## src/rtl/irq_seq_pkg.sv

```systemverilog
package irq_seq_pkg;

    typedef enum logic [2:0] {
        ST_IDLE,
        ST_WAIT,
        ST_STACK,
        ST_FETCH,
        ST_RUN,
        ST_UNSTK,
        ST_CHAIN
    } seq_state_e;

endpackage

```

## src/rtl/irq_seq_fsm.sv

```systemverilog
module irq_seq_fsm
    import irq_seq_pkg::*;
#(
    parameter int CTX_WORDS = 8,
    parameter int FETCH_CYC = 4,
    parameter int CHAIN_CYC = 6,
    parameter int NEST_MAX  = 4,
    parameter int CW        = 4,
    parameter int DPW       = 3
) (
    input  logic           clk,
    input  logic           rst_n,
    input  logic           irq_pend,
    input  logic           instr_busy,
    input  logic           hdl_ret,
    output seq_state_e     state,
    output logic [CW-1:0]  cnt,
    output logic [DPW-1:0] depth,
    output logic           ev_accept,
    output logic           ev_push_done,
    output logic           ev_pop_done,
    output logic           hdl_start
);

    localparam logic [CW-1:0]  LAST_CTX   = CW'(CTX_WORDS - 1);
    localparam logic [CW-1:0]  LAST_FETCH = CW'(FETCH_CYC - 1);
    localparam logic [CW-1:0]  LAST_CHAIN = CW'(CHAIN_CYC - 1);
    localparam logic [DPW-1:0] DEPTH_TOP  = DPW'(NEST_MAX);
    localparam logic [DPW-1:0] DEPTH_ONE  = DPW'(1);

    seq_state_e    nxt;
    logic [CW-1:0] nxt_cnt;
    logic          ev_enter;

    // state register process
    always_ff @(posedge clk) begin
        if (!rst_n) begin
            state     <= ST_IDLE;
            cnt       <= '0;
            depth     <= '0;
            hdl_start <= 1'b0;
        end else begin
            state     <= nxt;
            cnt       <= nxt_cnt;
            hdl_start <= ev_enter;
            if (ev_push_done && !ev_pop_done) depth <= depth + DEPTH_ONE;
            else if (ev_pop_done && !ev_push_done) depth <= depth - DEPTH_ONE;
        end
    end

    // next-state and event process
    always_comb begin
        nxt          = state;
        nxt_cnt      = cnt;
        ev_accept    = 1'b0;
        ev_push_done = 1'b0;
        ev_pop_done  = 1'b0;
        ev_enter     = 1'b0;
        unique case (state)
            ST_IDLE: begin
                if (irq_pend) begin
                    ev_accept = 1'b1;
                    nxt       = instr_busy ? ST_WAIT : ST_STACK;
                    nxt_cnt   = '0;
                end
            end
            ST_WAIT: begin
                if (!instr_busy) begin
                    nxt     = ST_STACK;
                    nxt_cnt = '0;
                end
            end
            ST_STACK: begin
                if (cnt == LAST_CTX) begin
                    ev_push_done = 1'b1;
                    nxt          = ST_FETCH;
                    nxt_cnt      = '0;
                end else begin
                    nxt_cnt = cnt + 1'b1;
                end
            end
            ST_FETCH: begin
                if (cnt == LAST_FETCH) begin
                    ev_enter = 1'b1;
                    nxt      = ST_RUN;
                    nxt_cnt  = '0;
                end else begin
                    nxt_cnt = cnt + 1'b1;
                end
            end
            ST_RUN: begin
                if (hdl_ret) begin
                    nxt_cnt = '0;
                    if (irq_pend) begin
                        ev_accept = 1'b1;
                        nxt       = ST_CHAIN;
                    end else begin
                        nxt = ST_UNSTK;
                    end
                end else if (irq_pend && depth < DEPTH_TOP) begin
                    ev_accept = 1'b1;
                    nxt       = instr_busy ? ST_WAIT : ST_STACK;
                    nxt_cnt   = '0;
                end
            end
            ST_UNSTK: begin
                if (irq_pend) begin
                    ev_accept = 1'b1;
                    nxt       = ST_CHAIN;
                    nxt_cnt   = '0;
                end else if (cnt == LAST_CTX) begin
                    ev_pop_done = 1'b1;
                    nxt         = (depth == DEPTH_ONE) ? ST_IDLE : ST_RUN;
                    nxt_cnt     = '0;
                end else begin
                    nxt_cnt = cnt + 1'b1;
                end
            end
            ST_CHAIN: begin
                if (cnt == LAST_CHAIN) begin
                    ev_enter = 1'b1;
                    nxt      = ST_RUN;
                    nxt_cnt  = '0;
                end else begin
                    nxt_cnt = cnt + 1'b1;
                end
            end
            default: begin
                nxt     = ST_IDLE;
                nxt_cnt = '0;
            end
        endcase
    end

endmodule

```

## src/rtl/irq_seq_sp.sv

```systemverilog
module irq_seq_sp #(
    parameter int          AW        = 16,
    parameter int          CTX_WORDS = 8,
    parameter logic [15:0] SP_INIT   = 16'h1000
) (
    input  logic          clk,
    input  logic          rst_n,
    input  logic          ev_push_done,
    input  logic          ev_pop_done,
    output logic [AW-1:0] sp
);

    localparam logic [AW-1:0] FRAME = AW'(CTX_WORDS);

    always_ff @(posedge clk) begin
        if (!rst_n)            sp <= AW'(SP_INIT);
        else if (ev_push_done) sp <= sp - FRAME;
        else if (ev_pop_done)  sp <= sp + FRAME;
    end

endmodule

```

## src/rtl/irq_seq_lat.sv

```systemverilog
module irq_seq_lat #(
    parameter int LAT_W = 8
) (
    input  logic             clk,
    input  logic             rst_n,
    input  logic             ev_accept,
    input  logic             counting,
    output logic [LAT_W-1:0] lat_cnt
);

    localparam logic [LAT_W-1:0] LAT_TOP = '1;

    always_ff @(posedge clk) begin
        if (!rst_n)                              lat_cnt <= '0;
        else if (ev_accept)                      lat_cnt <= '0;
        else if (counting && lat_cnt != LAT_TOP) lat_cnt <= lat_cnt + 1'b1;
    end

endmodule

```

## src/rtl/irq_seq_port.sv

```systemverilog
module irq_seq_port
    import irq_seq_pkg::*;
#(
    parameter int AW        = 16,
    parameter int DW        = 32,
    parameter int CTX_WORDS = 8,
    parameter int CW        = 4,
    parameter int IW        = 3
) (
    input  seq_state_e    state,
    input  logic [CW-1:0] cnt,
    input  logic [AW-1:0] sp,
    input  logic [DW-1:0] ctx_wdata,
    output logic          mem_we,
    output logic          mem_re,
    output logic [AW-1:0] mem_addr,
    output logic [DW-1:0] mem_wdata,
    output logic [IW-1:0] ctx_idx
);

    localparam logic [AW-1:0] FRAME = AW'(CTX_WORDS);

    always_comb begin
        mem_we    = (state == ST_STACK);
        mem_re    = (state == ST_UNSTK);
        mem_wdata = ctx_wdata;
        ctx_idx   = cnt[IW-1:0];
        if (mem_we) mem_addr = sp - FRAME + AW'(cnt);
        else        mem_addr = sp + AW'(cnt);
    end

endmodule

```

## src/rtl/irq_entry_seq.sv

```systemverilog
module irq_entry_seq
    import irq_seq_pkg::*;
#(
    parameter int          DW        = 32,
    parameter int          AW        = 16,
    parameter logic [15:0] SP_INIT   = 16'h1000,
    parameter int          CTX_WORDS = 8,
    parameter int          FETCH_CYC = 4,
    parameter int          CHAIN_CYC = 6,
    parameter int          NEST_MAX  = 4,
    parameter int          LAT_W     = 8
) (
    input  logic                          clk,
    input  logic                          rst_n,
    input  logic                          irq_pend,
    input  logic                          instr_busy,
    input  logic                          hdl_ret,
    input  logic [DW-1:0]                 ctx_wdata,
    output logic                          busy,
    output logic                          hdl_start,
    output logic [AW-1:0]                 sp,
    output logic [LAT_W-1:0]              lat_cnt,
    output logic [$clog2(NEST_MAX+1)-1:0] nest_depth,
    output logic [$clog2(CTX_WORDS)-1:0]  ctx_idx,
    output logic                          mem_we,
    output logic                          mem_re,
    output logic [AW-1:0]                 mem_addr,
    output logic [DW-1:0]                 mem_wdata
);

    localparam int MAXC_A = (CTX_WORDS > FETCH_CYC) ? CTX_WORDS : FETCH_CYC;
    localparam int MAXC   = (MAXC_A > CHAIN_CYC) ? MAXC_A : CHAIN_CYC;
    localparam int CW     = $clog2(MAXC + 1);
    localparam int DPW    = $clog2(NEST_MAX + 1);
    localparam int IW     = $clog2(CTX_WORDS);

    seq_state_e    state;
    logic [CW-1:0] cnt;
    logic          ev_accept, ev_push_done, ev_pop_done, counting;

    irq_seq_fsm #(
        .CTX_WORDS(CTX_WORDS), .FETCH_CYC(FETCH_CYC), .CHAIN_CYC(CHAIN_CYC),
        .NEST_MAX(NEST_MAX), .CW(CW), .DPW(DPW)
    ) u_fsm (
        .clk(clk), .rst_n(rst_n), .irq_pend(irq_pend), .instr_busy(instr_busy),
        .hdl_ret(hdl_ret), .state(state), .cnt(cnt), .depth(nest_depth),
        .ev_accept(ev_accept), .ev_push_done(ev_push_done),
        .ev_pop_done(ev_pop_done), .hdl_start(hdl_start)
    );

    irq_seq_sp #(.AW(AW), .CTX_WORDS(CTX_WORDS), .SP_INIT(SP_INIT)) u_sp (
        .clk(clk), .rst_n(rst_n), .ev_push_done(ev_push_done),
        .ev_pop_done(ev_pop_done), .sp(sp)
    );

    assign counting = (state == ST_WAIT) || (state == ST_STACK) ||
                      (state == ST_FETCH) || (state == ST_CHAIN);

    irq_seq_lat #(.LAT_W(LAT_W)) u_lat (
        .clk(clk), .rst_n(rst_n), .ev_accept(ev_accept),
        .counting(counting), .lat_cnt(lat_cnt)
    );

    irq_seq_port #(
        .AW(AW), .DW(DW), .CTX_WORDS(CTX_WORDS), .CW(CW), .IW(IW)
    ) u_port (
        .state(state), .cnt(cnt), .sp(sp), .ctx_wdata(ctx_wdata),
        .mem_we(mem_we), .mem_re(mem_re), .mem_addr(mem_addr),
        .mem_wdata(mem_wdata), .ctx_idx(ctx_idx)
    );

    assign busy = (state != ST_IDLE) && (state != ST_RUN);

endmodule

```

## config.mk

```make
export PLATFORM = sky130hd
export DESIGN_NAME = irq_entry_seq
export DESIGN_NICKNAME = d
export VERILOG_FILES = /design/src/rtl/irq_seq_pkg.sv /design/src/rtl/irq_seq_fsm.sv /design/src/rtl/irq_seq_sp.sv /design/src/rtl/irq_seq_lat.sv /design/src/rtl/irq_seq_port.sv /design/src/rtl/irq_entry_seq.sv
export SDC_FILE = /design/constraint.sdc
export NUM_CORES = 1
export LEC_CHECK = 0
export CORE_MARGIN = 4
export CORE_UTILIZATION = 40
export DETAILED_ROUTE_END_ITERATION = 6
export PLACE_DENSITY = 0.78
export SYNTH_ARGS = -nofsm -noshare
export SYNTH_HDL_FRONTEND = slang
export SYNTH_SLANG_ARGS = --single-unit
export TNS_END_PERCENT = 50
```

## constraint.sdc

```tcl
create_clock -name clk -period 2.8 [get_ports clk]
set_input_delay 0.42 -clock clk [delete_from_list [all_inputs] [get_ports clk]]
set_output_delay 0.42 -clock clk [all_outputs]
set_load 0.02 [all_outputs]
```

== Word level (Yosys, flattened, before mapping) ==
Cells that the tools add are included.
Word-level totals
  bits of input ports: 37
  register bits: 35
  output and inout bits: 82
  word-level logic and storage cells: 91
Cells by class
  muxes and demuxes: 38
  add/subtract/negate cells: 8
  $lt $le $gt $ge: 1
  reduce and logical (&&, ||, !) cells: 18
  equal/unequal tests: 19
  bitwise operators: 1
Operators with widths (number)
  16-bit 2-to-1 mux: 3
  3-bit 2-to-1 mux: 12
  16-bit by 4-bit adder with 16-bit output: 2
  4-bit 2-to-1 mux: 8
  4-bit one-hot mux with 7 select lines: 1
  3-bit one-hot mux with 7 select lines: 1
  16-bit by 4-bit adder with 16-bit output (second input constant): 1
  16-bit by 4-bit subtractor with 16-bit output (second input constant): 1
  3-bit == test (second input constant): 3
  1-bit 2-to-1 mux: 9
  8-bit by 1-bit adder with 8-bit output (second input constant): 1
  4-bit by 3-bit == test with 1-bit output (second input constant): 2
  8-bit != test (second input constant): 1
  7-bit AND reduction: 1
  3-bit by 1-bit == test with 1-bit output (second input constant): 2
  3-bit by 2-bit == test with 1-bit output (second input constant): 2
  2-bit by 1-bit != test with 1-bit output (second input constant): 3
  3-bit by 2-bit != test with 1-bit output (second input constant): 2
  1-bit logical AND: 5
  4-bit by 1-bit adder with 4-bit output (second input constant): 1
  4-bit by 2-bit == test with 1-bit output (second input constant): 1
  2-bit 2-to-1 mux: 2
  2-bit != test (second input constant): 2
  1-bit one-hot mux with 2 select lines: 2
  12 further kinds: 17

== Depth between registers and ports, before layout ==
Gate-level depths: netlist of run 1.
  word-level depth: 7
  depth in mapped cells: 12
  mapped depth without buffers: 9

== By module ==
From an unflattened synthesis of run 1, not the netlist that was laid out.
Second synthesis, totals
  cells, all modules: 526
  area, all modules: 4179.0 µm²
By module, submodules not included
  irq_seq_port: cells each 229, area an instance 1691.6 µm², sequential area each 0.0 µm², times used 1
  irq_seq_sp: cells each 143, area an instance 1159.9 µm², sequential area each 260.2 µm², times used 1
  irq_seq_fsm: cells each 105, area an instance 885.8 µm², sequential area each 220.2 µm², times used 1
  irq_seq_lat: cells each 46, area an instance 421.7 µm², sequential area each 160.2 µm², times used 1
  irq_entry_seq: cells each 3, area an instance 20.0 µm², sequential area each 0.0 µm², times used 1

== Least setup slack after synthesis of run 1 ==
Ideal clock, no wire load.
  kind: flip-flop to output port
  start point: register u_fsm.state[1]
  end point: output port mem_addr[15]
  path slack: -0.397 ns
  cell stages (with the launch flop): 13
  buffers on the path: 3
  data arrival time: 2.777 ns
  data required time: 2.380 ns
  cell sequence: dfxtp_1 > buf_4 > or3b_1 > buf_4 > inv_2 > buf_2 > xnor2_1 > ha_1 > ha_1 > o21ai_0 > nor3_1 > nand3_1 > xnor2_1
Between the ends
  word-level cells in the longest chain between the ends: 2
Ends and longest elaborated chain
  start, declared: RTL line irq_seq_fsm.sv:16  | output seq_state_e state,
  start signal, assigned: RTL line irq_seq_fsm.sv:43  | state <= nxt;
  3-bit by 2-bit == test with 1-bit output: RTL line irq_seq_port.sv:24  | mem_we = (state == ST_STACK);
  named net mem_we: RTL line irq_entry_seq.sv:25  | output logic mem_we,
  16-bit 2-to-1 mux: RTL line irq_seq_port.sv:28  | if (mem_we) mem_addr = sp - FRAME + AW'(cnt);
  end, declared: RTL line irq_entry_seq.sv:27  | output logic [AW-1:0] mem_addr,
The timed path passes the listed nets, and every way through them passes these cells.

== Worst setup path in the final report of run 1 ==
  start point: register u_sp.sp[3]
  end point: output port mem_addr[12]
Between the ends
  word-level cells in the longest chain between the ends: 3
  elaborated cells between the ends (all ways): 4
  those cells by class: 3 x add/sub; 1 x mux
Ends and longest elaborated chain
  start, declared: RTL line irq_seq_sp.sv:10  | output logic [AW-1:0] sp
  start signal, assigned: RTL line irq_seq_sp.sv:16  | if (!rst_n) sp <= AW'(SP_INIT);
  start signal, assigned: RTL line irq_seq_sp.sv:17  | else if (ev_push_done) sp <= sp - FRAME;
  start signal, assigned: RTL line irq_seq_sp.sv:18  | else if (ev_pop_done) sp <= sp + FRAME;
  16-bit by 4-bit subtractor with 16-bit output: RTL line irq_seq_port.sv:28
  16-bit by 4-bit adder with 16-bit output: RTL line irq_seq_port.sv:28
  16-bit 2-to-1 mux *: RTL line irq_seq_port.sv:28
Every way passes the cells marked *; elsewhere a longest branch is shown, timed or not.

==> impl_metrics.json, run 1 <==
{
  "setup_violations": 7,
  "p_per_area_nw_per_um2": 566,
  "synth.avg_cell_area_um2": 7.59,
  "die_area_um2": 8780,
  "drt-initial-drc-count": 139,
  "drive_gt1_share_pct": 28.5,
  "slew_viol_final": 0,
  "nets": 494,
  "hold_viol_final": 0,
  "rows": 30,
  "mappedNetlistArea_um2": 2940,
  "timing.fmax_ghz": 0.348,
  "fin_ws_ps": -70.3,
  "synth-seq-cells": 32,
  "drt-wirelength-per-cell_um": 14.4,
  "n_antenna_cell": 0,
  "regArea_um2": 649,
  "critPathCaptureType": "primary output",
  "tns_ps": -282,
  "drv_cap": 0,
  "max_stage_delay_ps": 450,
  "hold_ws_ps": 545,
  "violations": "negative setup slack",
  "min_path_type": "reg2reg",
  "clkLatencyLatePin_ps": 280,
  "first_pass_iters": 4,
  "ir_worst_vdd_v": 0.000626,
  "port_buffers": 51,
  "grt_use_total_pct": 17.4,
  "path_cells": "inv_4 > ha_4 > or3b_4 > o32ai_4 > o221ai_2 > or4_4 > a31oi_4 > xnor2_2 > buf_4",
  "synthFlopType": "dfxtp_1",
  "drtAntennaViolNets": 0,
  "ys_seq_area_share_pct": 21.8,
  "die_w_um": 93.7,
  "run_status": "complete, but fails checks",
  "place_area_um2": 3700,
  "final_area_um2": 4000,
  "skew_ps": 3.86,
  "totalWireLength_mm": 7.81,
  "die_h_um": 93.7,
  "cts_root_buf": "clkbuf_8",
  "area_growth_pct": 36.2,
  "ys_types": 62,
  "synth_cells": 387,
  "avgViaCountPerCell": 5.33,
  "post-route-period-util_pct": 103,
  "grt_max_degree": 18,
  "cts_tree": "done",
  "overflow": 0,
  "initial_core_util_pct": 42.3,
  "synth-edff-count": 0,
  "nFillCells": 614,
  "rsz0062_at_grt": "true",
  "grt_pass1_vias": 2882,
  "cts_buffer_depth": 2,
  "postCtsHoldBufs": 0,
  "critPathSlowestCell": "or4_4",
  "post-route-drc-count": 0,
  "cts_buffers": 5,
  "power.leakage_nw": 1.58,
  "gp_congestion": 0.897,
  "path_class": "reg2out",
  "min_period_ps": 2870,
  "ys_async_sr_fraction_pct": 0,
  "crit_fanout": 4,
  "grt_pass1_wl_mm": 12.8,
  "multi_input_area_um2": 2080,
  "worstMarginPinSlew_ps": 562,
  "htree_levels": 2,
  "max_slew_margin_pct": 62.5,
  "crit_path_start_kind": "register",
  "ios": 119,
  "dp_hpwl_mm": 5.74,
  "clkSlewWorstSetupHoldPaths_ps": 60,
  "critPathRequiredTime_ps": 2380,
  "arrival_ps": 2450,
  "cts.sinks": 32,
  "core-area_um2": 6940,
  "antenna_found_initial": 0,
  "ys_warn_count": 0,
  "vias": 2888
}
==> cell type report <==
type,count,share of cell area [%]
well taps,96,3.00
multi-input cells,276,52.1
clock buffers,6,1.81
flip-flops and latches,32,16.2
repair buffers,114,24.3
inverters,16,1.69
clock inverters,2,0.876
==> flip-flops by register name (all words and copies together) (netlist names) <==
name             count
u_fsm.hdl_start      1
u_lat.lat_cnt        8
u_sp.sp             13
u_fsm.depth          3
u_fsm.state          3
u_fsm.cnt            4
==> cell usage in the layout, fill, tap and decap left out, drive strengths merged, types with 3 or more instances in the layout <==
cell type | netlist | routed
and3 | 6 | 6
or3b | 4 | 4
a31oi | 4 | 4
dfxtp | 32 | 32
clkdlybuf4s15 | 0 | 4
nor4 | 3 | 3
and2 | 4 | 4
a21oi | 23 | 23
nand4 | 7 | 7
nor2b | 5 | 5
conb | 1 | 3
nand2b | 4 | 4
nand2 | 25 | 25
inv | 15 | 15
mux2i | 6 | 6
nor2 | 43 | 43
xor2 | 13 | 13
o21ai | 11 | 11
xnor2 | 32 | 32
or3 | 7 | 7
a211oi | 3 | 3
nor3 | 8 | 8
nor4b | 4 | 4
nand3 | 15 | 15
clkbuf | 16 | 7
clkdlybuf4s50 | 0 | 40
ha | 12 | 12
buf | 49 | 68
==> what timing repair did <==
action,4_1_cts,5_1_grt
setup endpoints to repair,11,9
setup buffers,1,3
resized for setup,47,27
pin swaps,3,5
==> metal layers <==
metal | GRT usage (%) | vias to the layer above | share of wire, %
met2 | 31.2 | 90 | 52
met3 | 2.48 | 14 | 5.0
met4 | 5.54 | 0 | 1.5
li1 | - | 1411 | -
met5 | 0 | - | 0
met1 | 21.3 | 1373 | 42
==> final timing paths <==
check                           slack (ps)  depth (start not counted)             start                to
worst min register to register         540                          2  u_lat.lat_cnt[6]  u_lat.lat_cnt[6]
worst max-delay path                   -70                          9        u_sp.sp[3]      mem_addr[12]
worst min-delay path                   540                          2  u_lat.lat_cnt[6]  u_lat.lat_cnt[6]
worst max register to register         300                          8      u_fsm.cnt[0]       u_sp.sp[14]
==> kinds of logic after synthesis <==
family,Yosys count,share of synthesized area [%]
flip-flops,32,21.8
other,1,0.128
multiplexers,7,2.43
AND/OR/NAND/NOR,146,26.7
buffers and inverters,81,16.3
XOR/XNOR,45,13.4
adder cells (fa/ha/maj),12,5.11
AO/OA/AOI/OAI,63,14.1
==> worst max-delay path, delay by kind of cell (launching register included) <==
family / cells / cell delay, ps
fa+ha+maj: 1 / 230
compound gates: 3 / 430
flops: 1 / 370
buf+inv: 2 / 190
xor+xnor: 1 / 130
simple gates: 2 / 830
==> stage by stage <==
stage	cells	power (mW)	setup slack (ps)	util [%]
after floorplan	389	1.44	9.11	-
final	542	2.26	-70.3	57.6
after detailed placement	530	1.77	-357	53.3
after CTS	539	2.21	-123	55.4
after global placement	530	1.75	-300	53.3
after global routing	542	2.41	-180	57.6
==> report_power, final <==
group	switching, mW	internal [mW]
clock network	0.168	0.264
registers	0.0291	0.487
logic	0.693	0.623
total	0.890	1.37
==> cell usage after synthesis, types with 3 or more instances <==
master,n,area [µm²]
buf_4,43,323
nor2_1,43,161
dfxtp_1,32,641
xnor2_1,32,280
nand2_1,25,93.8
a21oi_1,23,115
clkbuf_1,16,60.1
nand3_1,15,75.1
inv_1,14,52.6
xor2_1,13,114
ha_1,12,150
o21ai_0,11,55.1
nand4_1,7,43.8
nor3_1,7,35.0
or3_1,7,43.8
and3_1,6,37.5
mux2i_1,6,60.1
nor2b_1,5,31.3
a31oi_1,4,25.0
and2_1,4,25.0
buf_2,4,20.0
nand2b_1,4,25.0
a211oi_1,3,22.5
nor4_1,3,18.8
or3b_2,3,26.3
No activity file was read; power rests on OpenSTA's default activity.
==> run 2: changes to the inputs <==
==> constraint.sdc (replaced) <==
create_clock -name clk -period 2.8 [get_ports clk]
set_input_delay 0.56 -clock clk [delete_from_list [all_inputs] [get_ports clk]]
set_output_delay 0.56 -clock clk [all_outputs]
set_load 0.02 [all_outputs]
==> run 2 against run 1 <==
The run still ends with negative setup slack left. Combinational power is essentially flat. Design area grew 0.31%. Power grew 1.4%. Critical path depth shrank 1. Largest cell class unchanged. Die area is the same.
==> impl_metrics.json, run 2 (same netlist as run 1, synthesis figures left out) <==
{
  "cts.sinks": 32,
  "largestRegisters": "u_sp.sp: 13 flops, u_lat.lat_cnt: 8 flops, u_fsm.cnt: 4 flops",
  "antenna_found_initial": 0,
  "grt_pass1_vias": 2837,
  "final_common_cell": "buf_4",
  "vias": 2878,
  "port_buffers": 51,
  "avgViaCountPerCell": 5.30,
  "min_path_type": "reg2reg",
  "post-route-drc-count": 0,
  "combPwrFrac_pct": 58.3,
  "final_area_um2": 4010,
  "area_growth_pct": 36.6,
  "core-area_um2": 6940,
  "setup_violations": 8,
  "cts_tree": "done",
  "violations": "negative setup slack",
  "power_switching_uw": 916,
  "drt-wirelength-per-cell_um": 14.6,
  "rows": 30,
  "postCtsHoldBufs": 0,
  "gp_congestion": 0.893,
  "die_area_um2": 8780,
  "min_period_ps": 3020,
  "place_area_um2": 3720,
  "drt-initial-drc-count": 95,
  "use_met3_pct": 3.04,
  "max_slew_margin_pct": 57.9,
  "run_status": "complete, but fails checks",
  "drv_cap": 0,
  "slew_viol_final": 0,
  "htree_levels": 2,
  "die_w_um": 93.7,
  "initial_core_util_pct": 42.3,
  "worstMarginPinSlew_ps": 631,
  "power.leakage_nw": 1.61,
  "max_stage_delay_ps": 440,
  "rsz0062_at_grt": "true",
  "crit_path_start_kind": "register",
  "path_cells": "or3b_4 > buf_6 > nor4b_4 > o221ai_2 > or4_4 > a31oi_4 > xnor2_2 > buf_4",
  "cts_buffers": 5,
  "drtAntennaViolNets": 0,
  "grt.busiest_layer": "met2",
  "p_per_area_nw_per_um2": 573,
  "timing.fmax_ghz": 0.331,
  "ios": 119,
  "crit_fanout": 6,
  "grt_pass1_wl_mm": 13.0,
  "totalWireLength_mm": 7.93,
  "largest_reg_flops": 13,
  "grt_use_total_pct": 18.1,
  "skew_ps": 6.20,
  "path_class": "reg2out",
  "drive_gt1_share_pct": 29.8,
  "top_register": "u_sp.sp",
  "die_h_um": 93.7,
  "fin_ws_ps": -222,
  "use_met1_pct": 21.7,
  "power_frac_clock_pct": 19.1,
  "fin_cells": 543,
  "clkLatencyLatePin_ps": 290,
  "n_antenna_cell": 0,
  "critPathCaptureType": "primary output",
  "seqPwrFrac_pct": 22.6,
  "nFillCells": 599,
  "final_cell_mix": "68 x buf_4, 42 x nor2_1, 39 x clkdlybuf4s50_1, 28 x dfxtp_1, 26 x xnor2_1",
  "critPathSlowestCell": "or4_4",
  "grt_max_degree": 18,
  "cts_root_buf": "clkbuf_8",
  "ir_worst_vdd_v": 0.000416,
  "arrival_ps": 2460,
  "hold_viol_final": 0,
  "grtUsageMet2_pct": 31.6,
  "nets": 495,
  "dp_hpwl_mm": 5.88,
  "post-route-period-util_pct": 108,
  "clkSlewWorstSetupHoldPaths_ps": 70,
  "critPathRequiredTime_ps": 2240,
  "cts_buffer_depth": 2,
  "swShare_pct": 39.9,
  "tns_ps": -1220,
  "p_int_mw": 1.38,
  "dp_cells": 531,
  "overflow": 0,
  "first_pass_iters": 5
}
## run 2: critical path: cells and delay by family, from the launching register on
kind	cells	cell delay, ps
buffers and inverters	2	310
DFF	1	310
xor gates and xnor gates	1	120
AOI/OAI and AO/OA	2	310
and+or+nand+nor	3	1130
## run 2: power by group through the flow
stage	Sequential (mW)	Combinational (mW)	Clock (mW)
after floorplan	0.536	0.914	0
after global routing	0.522	1.45	0.470
after CTS	0.518	1.32	0.453
after detailed placement	0.528	1.27	0
after global placement	0.526	1.24	0
final	0.519	1.34	0.439
## run 2: final timing paths
check / to / slack, ps / startpoint / cells past startpoint
worst max-delay path: mem_addr[12] / -220 / u_fsm.state[2] / 8
worst min-delay path: u_lat.lat_cnt[6] / 550 / u_lat.lat_cnt[6] / 2
worst max register to register: u_fsm.state[0] / 250 / u_fsm.cnt[0] / 7
worst min register to register: u_lat.lat_cnt[6] / 550 / u_lat.lat_cnt[6] / 2
## run 2: routing by layer
layer,vias to the layer above,part of all wire (%),wire [µm]
li1,1406,-,-
met1,1337,42,3330
met2,107,50,3950
met3,28,5.6,444
met4,0,2.6,204
met5,-,0,0
## run 2: per-stage QoR
step           power (mW)  utilization [%]  hold slack [ps]  setup slack [ps]
3_5_place_dp         1.80             53.5              529              -493
2_1_floorplan        1.45                -              492              -129
4_1_cts              2.29             57.2              555              -239
6_report             2.30             57.8              547              -222
3_3_place_gp         1.77             53.5              530              -454
5_1_grt              2.44             57.8              593              -296
## run 2: final cells by class
class	instances	area, µm²	share of cell area (%)
inverter	16	67.6	1.68
sequential	32	651	16.2
timing repair buffer	115	977	24.4
tap	96	120	2.99
clock buffer	6	72.6	1.81
clock inverter	2	35.0	0.873
multi-input combinational	276	2090	52.1
## run 2: repair_timing
action	CTS	global route
pin swaps	15	2
gates resized for setup	71	12
buffers inserted	4	0
setup endpoints to repair	12	10
